==> src/rtl/burst_pkg.sv <==
package burst_pkg;
  typedef enum logic {
    ORD_LINEAR     = 1'b0,
    ORD_INTERLEAVE = 1'b1
  } beat_order_e;
endpackage

==> src/rtl/burst_beat_ctrl.sv <==
module burst_beat_ctrl #(
  parameter int ADDR_W = 17,
  parameter int OFS_W  = 2
) (
  input  logic                    clk,
  input  logic                    rst_n,
  input  logic                    ld_i,
  input  logic                    adv_n_i,
  input  logic [ADDR_W-1:0]       addr_i,
  output logic [OFS_W-1:0]        start_q,
  output logic [OFS_W-1:0]        idx_q,
  output logic [ADDR_W-OFS_W-1:0] upper_q
);
  localparam int UP_W = ADDR_W - OFS_W;

  logic [OFS_W-1:0] start_d, idx_d;
  logic [UP_W-1:0]  upper_d;
  logic             beat_en;

  assign beat_en = ld_i | ~adv_n_i;

  always_comb begin
    start_d = start_q;
    idx_d   = idx_q;
    upper_d = upper_q;
    if (ld_i) begin
      start_d = addr_i[OFS_W-1:0];
      upper_d = addr_i[ADDR_W-1:OFS_W];
      idx_d   = '0;
    end else if (!adv_n_i) begin
      idx_d = idx_q + OFS_W'(1);
    end
  end

  always_ff @(posedge clk or negedge rst_n) begin
    if (!rst_n) begin
      start_q <= '0;
      idx_q   <= '0;
      upper_q <= '0;
    end else begin
      if (beat_en) idx_q <= idx_d;
      if (ld_i) begin
        start_q <= start_d;
        upper_q <= upper_d;
      end
    end
  end


  hold_beat_chk: assert property (@(posedge clk) disable iff (!rst_n)
    (!ld_i && adv_n_i) |=> ($stable(idx_q) && $stable(start_q)));


  load_wins_chk: assert property (@(posedge clk) disable iff (!rst_n)
    ld_i |=> (idx_q == '0 && start_q == $past(addr_i[OFS_W-1:0])));


  wrap_beat_chk: assert property (@(posedge clk) disable iff (!rst_n)
    (!ld_i && !adv_n_i && idx_q == '1) |=> (idx_q == '0));
endmodule

==> src/rtl/burst_order_map.sv <==
module burst_order_map
  import burst_pkg::*;
#(
  parameter int OFS_W = 2
) (
  input  logic [OFS_W-1:0] start_i,
  input  logic [OFS_W-1:0] idx_i,
  input  logic             order_i,
  output logic [OFS_W-1:0] ofs_o
);
  logic [OFS_W-1:0] lin_ofs, ilv_ofs;
  beat_order_e      ord;

  assign ord = beat_order_e'(order_i);

  genvar b;
  generate
    for (b = 0; b < OFS_W; b++) begin : g_ilv
      assign ilv_ofs[b] = start_i[b] ^ idx_i[b];
    end
  endgenerate

  assign lin_ofs = start_i + idx_i;

  always_comb begin
    unique case (ord)
      ORD_INTERLEAVE: ofs_o = ilv_ofs;
      default:        ofs_o = lin_ofs;
    endcase
  end
endmodule

==> src/rtl/burst_addr_gen.sv <==
module burst_addr_gen #(
  parameter int ADDR_W = 17
) (
  input  logic              clk,
  input  logic              rst_n,
  input  logic              ld_i,
  input  logic [ADDR_W-1:0] addr_i,
  input  logic              adv_n_i,
  input  logic              order_i,
  output logic [ADDR_W-1:0] addr_o
);
  localparam int OFS_W = 2;
  localparam int UP_W  = ADDR_W - OFS_W;

  logic [OFS_W-1:0] start_q, idx_q, ofs;
  logic [UP_W-1:0]  upper_q;

  burst_beat_ctrl #(.ADDR_W(ADDR_W), .OFS_W(OFS_W)) u_ctrl (
    .clk     (clk),
    .rst_n   (rst_n),
    .ld_i    (ld_i),
    .adv_n_i (adv_n_i),
    .addr_i  (addr_i),
    .start_q (start_q),
    .idx_q   (idx_q),
    .upper_q (upper_q)
  );

  burst_order_map #(.OFS_W(OFS_W)) u_map (
    .start_i (start_q),
    .idx_i   (idx_q),
    .order_i (order_i),
    .ofs_o   (ofs)
  );

  assign addr_o = {upper_q, ofs};


  upper_fixed_chk: assert property (@(posedge clk) disable iff (!rst_n)
    !ld_i |=> $stable(addr_o[ADDR_W-1:OFS_W]));


  linear_step_chk: assert property (@(posedge clk) disable iff (!rst_n)
    (!order_i && !$past(order_i) && !$past(ld_i) && !$past(adv_n_i))
      |-> (ofs == $past(ofs) + OFS_W'(1)));


  interleave_step_chk: assert property (@(posedge clk) disable iff (!rst_n)
    (order_i && $past(order_i) && !$past(ld_i) && !$past(adv_n_i))
      |-> ((ofs ^ start_q) == ($past(idx_q) + OFS_W'(1))));
endmodule

==> config.mk <==
export PLATFORM = sky130hd
export DESIGN_NAME = burst_addr_gen
export DESIGN_NICKNAME = d
export VERILOG_FILES = /design/src/rtl/burst_pkg.sv /design/src/rtl/burst_beat_ctrl.sv /design/src/rtl/burst_order_map.sv /design/src/rtl/burst_addr_gen.sv
export SDC_FILE = /design/constraint.sdc
export NUM_CORES = 1
export LEC_CHECK = 0
export CORE_MARGIN = 1.5
export CORE_UTILIZATION = 51
export DETAILED_ROUTE_END_ITERATION = 16
export DONT_BUFFER_PORTS = 1
export PLACE_DENSITY = 0.66
export SLEW_MARGIN = 20
export SYNTH_ARGS = -nofsm -noshare
export SYNTH_HDL_FRONTEND = slang
export SYNTH_SLANG_ARGS = --single-unit
==> constraint.sdc <==
create_clock -name clk -period 1.4 [get_ports clk]
set_clock_uncertainty 0.15 [all_clocks]
set_input_delay 0.21 -clock clk [delete_from_list [all_inputs] [get_ports clk]]
set_output_delay 0.21 -clock clk [all_outputs]
set_load 0.1 [all_outputs]
After elaboration in Yosys (flattened, before gate mapping)
Index checks and enable logic that the tools add are counted.
{ "totals": {"register_bits": 19, "input_bits": 22, "out_inout_bits": 17, "wordCells": 14} }
{ "classes": {"addsub": 2, "n_eq_ne": 1, "muxes": 3, "bitwise_logic": 4, "reduce_logical": 1} }
{ "ops": {"columns": ["cell", "n"], "rows": [
  ["2-bit two-way mux", 3],
  ["2-bit by 1-bit adder with 2-bit output (second input constant)", 1],
  ["2-bit adder", 1],
  ["2-bit inequality test (second input constant)", 1],
  ["2-bit AND reduction", 1],
  ["1-bit bitwise XOR", 2],
  ["1-bit inverter", 1],
  ["1-bit bitwise OR", 1]
]} }

Depth between registers and ports, before layout
Gate-level depths: netlist (run 1).
{ "logic_depth": {"word_depth": 3, "ltp_mapped": 3, "ltp_nobuf": 3} }

Hierarchy
Synthesis (run 1) repeated with hierarchy kept, for this count alone.
{ "hier_totals": {"cells_unflattened": 48, "area_unflattened_um2": 757.0} }
{ "by_module_without_submodules": {"columns": ["module", "n_inst", "cells_each", "area_per_inst_um2", "seq_area_each_um2"], "rows": [
  ["burst_beat_ctrl", 1, 44, 720.7, 475.5],
  ["burst_order_map", 1, 4, 36.3, 0.0]
]} }

Worst setup path before layout (run 1)
Ideal clock, no wire load.
{ "synth_path": {"path_type": "register to output", "start": "reg u_ctrl.start_q[0]", "end": "out addr_o[1]", "t_arrival_ns": 2.226, "path_slack_ns": -1.186, "path_stages_with_launch": 4, "n_path_buf": 0, "path_cell_list": "dfrtp_1 ha_1 nor2b_1 xnor2_1"} }
{ "synth_via": {"elab_chain_cells": 2} }
{ "synth_rtl": {"columns": ["element", "line", "rtl"], "rows": [
  ["from (decl)", "burst_beat_ctrl.sv:10", "output logic [OFS_W-1:0] start_q,"],
  ["from (signal assigned)", "burst_beat_ctrl.sv:43", "start_q <= start_d;"],
  ["2-bit adder", "burst_order_map.sv:23", "assign lin_ofs = start_i + idx_i;"],
  ["2-bit two-way mux", "burst_order_map.sv:26", "unique case (ord)"],
  ["to (decl)", "burst_addr_gen.sv:10", "output logic [ADDR_W-1:0] addr_o"]
]} }
Every way passes these cells.

Worst setup path in the final report (run 1)
{ "layout_path": {"start": "reg u_ctrl.idx_q[1]", "end": "out addr_o[1]"} }
{ "layout_via": {"elab_chain_cells": 2, "word_cells_on_any_way": 3} }
{ "layout_rtl": {"columns": ["element", "line", "rtl"], "rows": [
  ["from (decl)", "burst_beat_ctrl.sv:11", "output logic [OFS_W-1:0] idx_q,"],
  ["from (signal assigned)", "burst_beat_ctrl.sv:41", "if (beat_en) idx_q <= idx_d;"],
  ["2-bit adder or 1-bit bitwise XOR (tied branches)", "burst_order_map.sv:23, burst_order_map.sv:19", null],
  ["2-bit two-way mux *", "burst_order_map.sv:26", null]
]} }
Mark *: on every way between the ends. The rest lies on a longest branch, timed or not.

==> metrics.log, run 1 <==
INFO  metric maxSlewHeadroom = a little over two fifths
INFO  metric route.antenna.remaining_nets = 0
INFO  metric post_synth_most_frequent_cells = dfrtp_1 (19), mux2_2 (9), mux2_4 (8), nor2b_1 (3), xnor2_1 (3)
INFO  metric grt_setup_unrepaired = true
INFO  metric htree_num_levels = 1
INFO  metric portBuffers = 0
INFO  metric final_period_minus_worst_setup_slack = 1.835 ns
INFO  metric worstRegToRegCells = 5
INFO  metric via_count = roughly 590
INFO  metric timing.critical_path.arrival = 1.48 ns
INFO  metric post_synthesis_net_count = 71
INFO  metric final_nets = 113
INFO  metric post_route_fraction_of_the_period_consumed_by_the_critical_path = 131.1%
INFO  metric avgSynthCellArea = 16.63 um^2
INFO  metric average_detailed_routed_wire_length_per_instance = 26.67 um
INFO  metric post_cts_hold_buffer_count = 18
INFO  metric worst_setup_path_end_kind = primary output
INFO  metric max_slew.worst_pin.slew = ~0.84 ns
INFO  metric clock-sinks = 19
INFO  metric ioPinCount = 39
INFO  metric global_route.overflow_total = 0
INFO  metric avgViaCountPerCell = 5.638
INFO  metric area_growth_from_synthesis_to_layout = 79.94%
INFO  metric worstSetupStartpoint = u_ctrl.idx_q[1]
INFO  metric wl_final = 2.800 mm
INFO  metric synth-warning-count = 0
INFO  metric finalSetupViolations = 3
INFO  metric grt_start_max_net_pins = 20
INFO  metric detailedPlacementHpwl = 1.258 mm
INFO  metric powerDensity = 1296 nW/um^2
INFO  metric number_of_buffers_created_by_cts = 3
INFO  metric synth_seq_cells = 19
INFO  metric critical_path_peak_fanout = 2
INFO  metric drv.max_cap_violation_count = 0
INFO  metric clock_path_buffers = 2
INFO  metric worst_flop_to_flop_path_startpoint = u_ctrl.idx_q[0]
INFO  metric cts.reportedPaths.clkPinSlew = 0.12 ns
INFO  metric detailedRoute.firstPassIterationCount = 4
INFO  metric global_route_total_usage_across_every_layer = 28.92%
INFO  metric netlist_top_cells_area = dfrtp_1 (60%), mux2_4 (15%), mux2_2 (13%)
INFO  metric asyncSetResetFlopFracSynth = 100.0%
INFO  metric hold_slack = -0.2032 ns
INFO  metric critical_register_to_register_path_endpoint = u_ctrl.idx_q[1]
INFO  metric std_cell_rows = 14
INFO  metric crit_type = reg -> out
INFO  metric dieArea = approximately 1800 um^2
INFO  metric root_buffer = clkbuf_4
INFO  metric tritoncts = built
INFO  metric grt_antenna_before_repair = 0
INFO  metric first_iter_violations = 22
INFO  metric netlist-cell-type-count = 11
INFO  metric post-layout-total-power = about 1.9 mW
INFO  metric finish.utilization = 96.47%
INFO  metric final.setup.worst_slack = -0.4351 ns
INFO  metric hold_path.class = in -> reg
INFO  metric timing_max_transition_violations_final = 0
INFO  metric maximum_resistive_drop_on_vdd = approximately 1.2 mV
INFO  metric run_status = finished, violations left
INFO  metric mappedNetlistArea = 798.3 um^2
INFO  metric synth_top_cell_by_area = dfrtp_1
INFO  metric via_count_of_the_first_global_routing_pass = roughly 640
INFO  metric core_area = 1489 um^2
INFO  metric die_h = 42.56 um
INFO  metric yosys.area.top_type_share = 59.56%
INFO  metric startpoint_type = flop
INFO  metric routabilityCongestion = 0.7198
INFO  metric number_of_antenna_diodes = 0
INFO  metric clock.fmax = 544.9 MHz
INFO  metric share_of_final_layout_standard_cells_stronger_than_drive_strength_1 = 70.79%
INFO  metric syn_inst = 48
INFO  metric clock_latency = 0.31 ns
INFO  metric dominantRegCellSynth = dfrtp_1
INFO  metric synth.most_common_cell = dfrtp_1
INFO  metric worst_setup_path_endpoint = addr_o[1]
INFO  metric initial_utilization = between 50% and 60%
INFO  metric synth-edff-count = 0
INFO  metric place_worst_setup_slack = -0.01672 ns
INFO  metric static-leakage-power = 0.6168 nW
INFO  metric critical_path_required = 1.04 ns
INFO  metric seq_area_frac_synth = around three fifths
INFO  metric r2r_setup_slack = -0.06 ns
INFO  metric drc_errors = 0
INFO  metric grt_first_pass_wirelength = 3.539 mm
INFO  metric die-width = 42.56 um
INFO  metric hold_viol_final = 19
INFO  metric failed_checks = negative hold slack, negative setup slack
[routing by layer]
| layer | vias to the layer above | global-route usage [%] | share of wire [%] |
|---|---|---|---|
| li1 | 243 | - | - |
| met1 | 312 | 34.10 | 41 |
| met2 | 33 | 48.00 | 52 |
| met3 | 4 | 14.22 | 6.4 |
| met4 | 0 | 5.625 | 1.2 |
| met5 | - | 0 | 0 |
[state kept, by name, summed over array words and instances (netlist names)]
signal and count:
u_ctrl.start_q 2, u_ctrl.idx_q 2, u_ctrl.upper_q 15
[layout make-up]
| class | instances | area [um^2] |
|---|---|---|
| fill | 24 | 52.55 |
| timing repair buffer | 40 | 558.0 |
| clock inverter | 1 | 7.507 |
| clock buffer | 3 | 22.52 |
| tap | 16 | 20.02 |
| multi-input combinational | 26 | 334.1 |
| sequential | 19 | 494.2 |
[per-stage QoR]
step / hold WS (ns) / area (um^2) / instances / setup TNS (ns)
floorplan: -0.2356 / 849.6 / 48 / -0.2168
global placement: -0.2352 / 1186 / 80 / 0
detailed placement: -0.2351 / 1186 / 80 / -0.01672
CTS: -0.2026 / 1404 / 103 / -0.5551
global route: -0.2185 / 1436 / 105 / -0.8344
finish: -0.2032 / 1436 / 105 / -0.6989
[repair_timing]
item / CTS / global route
buffers inserted: 1 / 2
pin swaps: 1 / 1
hold endpoints to repair: 38 / 19
resized for setup: 0 / 3
endpoints found under the setup margin: 2 / 2
[report_power, final]
part / total, mW / leakage [nW] / internal [mW] / switching [mW]
Clock: 0.307 / 0.0139 / 0.109 / 0.198
Combinational: 0.875 / 0.393 / 0.354 / 0.521
Sequential: 0.680 / 0.210 / 0.611 / 0.0698
[worst min path at each step]
stage	to	cells after the start	slack [ns]	start
final	u_ctrl.idx_q[1]	1	-0.20	ld_i
after global routing	u_ctrl.idx_q[1]	1	-0.22	ld_i
after CTS	u_ctrl.idx_q[1]	1	-0.20	ld_i
after detailed placement	u_ctrl.upper_q[1]	0	-0.24	rst_n
after global placement	u_ctrl.upper_q[9]	0	-0.24	rst_n
after floorplan	u_ctrl.idx_q[0]	0	-0.24	rst_n
[worst max-delay path, cell delays in order (launching register included)]
cell and delay (ns):
dfrtp_1 0.43, xnor2_1 0.23, buf_4 0.18, xnor2_4 0.13, buf_12 0.19
[cells in the final DEF (no fill, tap or decap)]
master / count
dfrtp_2: 15
nor2b_4: 1
buf_4: 5
xnor2_1: 2
mux2_4: 8
dfrtp_1: 4
nor2b_2: 1
xnor2_4: 1
ha_4: 1
clkbuf_4: 3
nor2b_1: 1
dlygate4sd3_1: 18
clkinvlp_4: 1
nor2_1: 1
buf_12: 17
nor3_2: 1
mux2_2: 9
[logic make-up (layout without fill, tap and decap cells)]
kind of cell / count (synthesis) / in the layout / share of synthesized area, %
fa+ha+maj: 1 / 1 / 1.567
flops: 19 / 19 / 59.56
xor+xnor: 3 / 3 / 3.292
mux: 17 / 17 / 27.74
simple gates: 5 / 5 / 3.447
buf+inv: 3 / 44 / 4.388
Power figures use the tool's default switching activity.
==> run 2: changes to the inputs <==
==> constraint.sdc (replaced) <==
create_clock -name clk -period 2.14 [get_ports clk]
set_clock_uncertainty 0.15 [all_clocks]
set_input_delay 0.321 -clock clk [delete_from_list [all_inputs] [get_ports clk]]
set_output_delay 0.321 -clock clk [all_outputs]
set_load 0.1 [all_outputs]
==> run 2 against run 1 <==
The flow now finishes without violations. Global-route usage fell by 11 points. Highest routed layer unchanged. Combinational power fell by 84%. Register-to-register slack improved by 0.74 ns. Worst setup slack improved by 0.66 ns. Critical endpoint unchanged. Sequential share of layout area rose by 21 points.
==> metrics.log, run 2 (synthesis results as in run 1) <==
INFO  metric share_of_final_layout_standard_cells_stronger_than_drive_strength_1 = 43.40% (-27 points)
INFO  metric average_detailed_routed_wire_length_per_instance = 19.01 um (-29%)
INFO  metric route.antenna.remaining_nets = 0 (unchanged)
INFO  metric maxSlewHeadroom = 39.26% (-4.6 points)
INFO  metric grt_start_max_net_pins = 20 (unchanged)
INFO  metric cpMaxStageDelayCell = dfrtp_1
INFO  metric portBuffers = 0 (unchanged)
INFO  metric run_status = finished clean
INFO  metric final_common_cell = dfrtp_1
INFO  metric buffers_plus_inverters_on_the_worst_setup_path = 1 (-1)
INFO  metric timing_max_transition_violations_final = 0 (unchanged)
INFO  metric core_area = 1489 um^2 (unchanged)
INFO  metric grt_antenna_before_repair = 0 (unchanged)
INFO  metric root_buffer = clkbuf_4
INFO  metric global_route_total_usage_across_every_layer = 17.45% (-11 points)
INFO  metric largest_reg_flops = 15 (unchanged)
INFO  metric reg_top3 = u_ctrl.upper_q: 15 flops, u_ctrl.idx_q: 2 flops, u_ctrl.start_q: 2 flops
INFO  metric final.setup.tns = 0 ns (+0.6989 ns)
INFO  metric avgViaCountPerCell = 5.681 (+0.76%)
INFO  metric regMostFlops = u_ctrl.upper_q
INFO  metric routabilityCongestion = 0.6879 (-4.4%)
INFO  metric final_nets = 77 (-32%)
INFO  metric clock_latency = 0.29 ns (-0.02 ns)
INFO  metric number_of_buffers_created_by_cts = 3 (unchanged)
INFO  metric critical_path_peak_fanout = 3 (+1)
INFO  metric initial_utilization = 53.61% (unchanged)
INFO  metric clock_path_buffers = 2 (unchanged)
INFO  metric cts.reportedPaths.clkPinSlew = 0.10 ns (-0.02 ns)
INFO  metric number_of_antenna_diodes = 0 (unchanged)
INFO  metric sequence_of_cells_on_the_critical_path = ha_1 -> nor2b_1 -> xnor2_2 -> buf_4
INFO  metric dieArea = 1811 um^2 (unchanged)
INFO  metric final_period_minus_worst_setup_slack = 1.915 ns
INFO  metric maximum_resistive_drop_on_vdd = 0.6347 mV (-46%)
INFO  metric global_route.overflow_total = 0 (unchanged)
INFO  metric crit_family = flip-flops
INFO  metric static-leakage-power = 0.3866 nW (-37%)
INFO  metric hold_path.class = in -> reg
INFO  metric worst_path_largest_cell_delay = 0.39 ns (-0.04 ns)
INFO  metric via_count = 392 (-34%)
INFO  metric ioPinCount = 39 (unchanged)
INFO  metric worst_setup_path_end_kind = primary output
INFO  metric timing.critical_path.arrival = 1.44 ns (-0.04 ns)
INFO  metric powerDensity = 1108 nW/um^2 (-15%)
INFO  metric gates_resized_cts_repair = 0 (unchanged)
INFO  metric die_h = 42.56 um (unchanged)
INFO  metric first_iter_violations = 3 (-86%)
INFO  metric post-layout-total-power = 943.8 uW (-49%)
INFO  metric max_slew.worst_pin.slew = 0.9112 ns (+0.07187 ns)
INFO  metric r2r_setup_slack = 0.68 ns (+0.74 ns)
INFO  metric grt_setup_unrepaired = false
INFO  metric post_route_fraction_of_the_period_consumed_by_the_critical_path = 89.50%
INFO  metric clock-sinks = 19 (unchanged)
INFO  metric most-common-layout-cells = dfrtp_1 (19), mux2_2 (9), mux2_4 (8), nor2b_1 (3), clkbuf_4 (3)
INFO  metric finalSetupViolations = 0 (-3)
INFO  metric htree_num_levels = 1 (unchanged)
INFO  metric via_count_of_the_first_global_routing_pass = 496 (-23%)
INFO  metric wl_final = 1.312 mm (-53%)
INFO  metric grt_first_pass_wirelength = 2.277 mm (-36%)
INFO  metric drc_errors = 0 (unchanged)
INFO  metric clock.fmax = 522.1 MHz
INFO  metric critical_path_required = 1.67 ns (+0.63 ns)
INFO  metric startpoint_type = flop
INFO  metric die-width = 42.56 um (unchanged)
INFO  metric detailedRoute.firstPassIterationCount = 4 (unchanged)
INFO  metric std_cell_rows = 14 (unchanged)
INFO  metric hold_viol_final = 0 (-19)
INFO  metric crit_type = reg -> out
INFO  metric area_growth_from_synthesis_to_layout = 6.740%
INFO  metric tritoncts = built
INFO  metric drv.max_cap_violation_count = 0 (unchanged)
==> run 2: cell count changes in the layout (fill, tap and decap cells not counted), sizes merged <==
| cell | before | now |
|---|---|---|
| clkbuf | 3 | 4 |
| clkinvlp | 1 | 0 |
| buf | 22 | 2 |
| dlygate4sd3 | 18 | 2 |
==> run 2: metrics by stage <==
step	util [%]	worst slack (ns)	hold WS (ns)	cell area, um^2	instances
finish	57.23	0.2246	0.02317	852.1	69
global route	57.23	0.1336	0.001020	852.1	69
CTS	57.23	0.2084	0.01447	852.1	69
detailed placement	54.12	0.5424	-0.1242	805.8	63
global placement	54.12	0.5584	-0.1242	805.8	63
floorplan	-	0.07765	-0.1246	805.8	48
==> run 2: final timing paths <==
path,start,endpoint,depth (start not counted)
setup / recovery,u_ctrl.idx_q[0],addr_o[1],4
hold / removal,addr_i[10],u_ctrl.upper_q[8],1
setup reg to reg,u_ctrl.upper_q[6],u_ctrl.upper_q[6],1
hold reg to reg,u_ctrl.start_q[1],u_ctrl.start_q[1],1
max in group asynchronous,rst_n,u_ctrl.upper_q[7],1
min in group asynchronous,rst_n,u_ctrl.idx_q[0],1
==> run 2: area by class of cell <==
cell class                 count  area, um^2
sequential                    19       475.5
fill                         121       636.9
timing repair buffer           4       35.03
tap                           16       20.02
multi-input combinational     26       295.3
clock buffer                   4       26.28
==> run 2: timing repair <==
| action | 4_1_cts | 5_1_grt |
|---|---|---|
| setup buffers | 0 | 0 |
| hold endpoints to repair | 21 | 0 |
| hold buffers | 2 | 0 |
==> run 2: routing by layer <==
layer,vias up,GRT usage (%),wire (um)
met4,0,7.500,11
li1,171,-,-
met3,2,7.328,78
met2,18,31.69,740
met1,201,17.00,482
met5,-,0,0
==> run 2: report_power, final <==
part,leakage [nW],total [mW],switching [mW],internal [mW]
clock,0.0150,0.173,0.100,0.0723
combinational,0.147,0.142,0.0808,0.0616
sequential,0.225,0.629,0.240,0.389
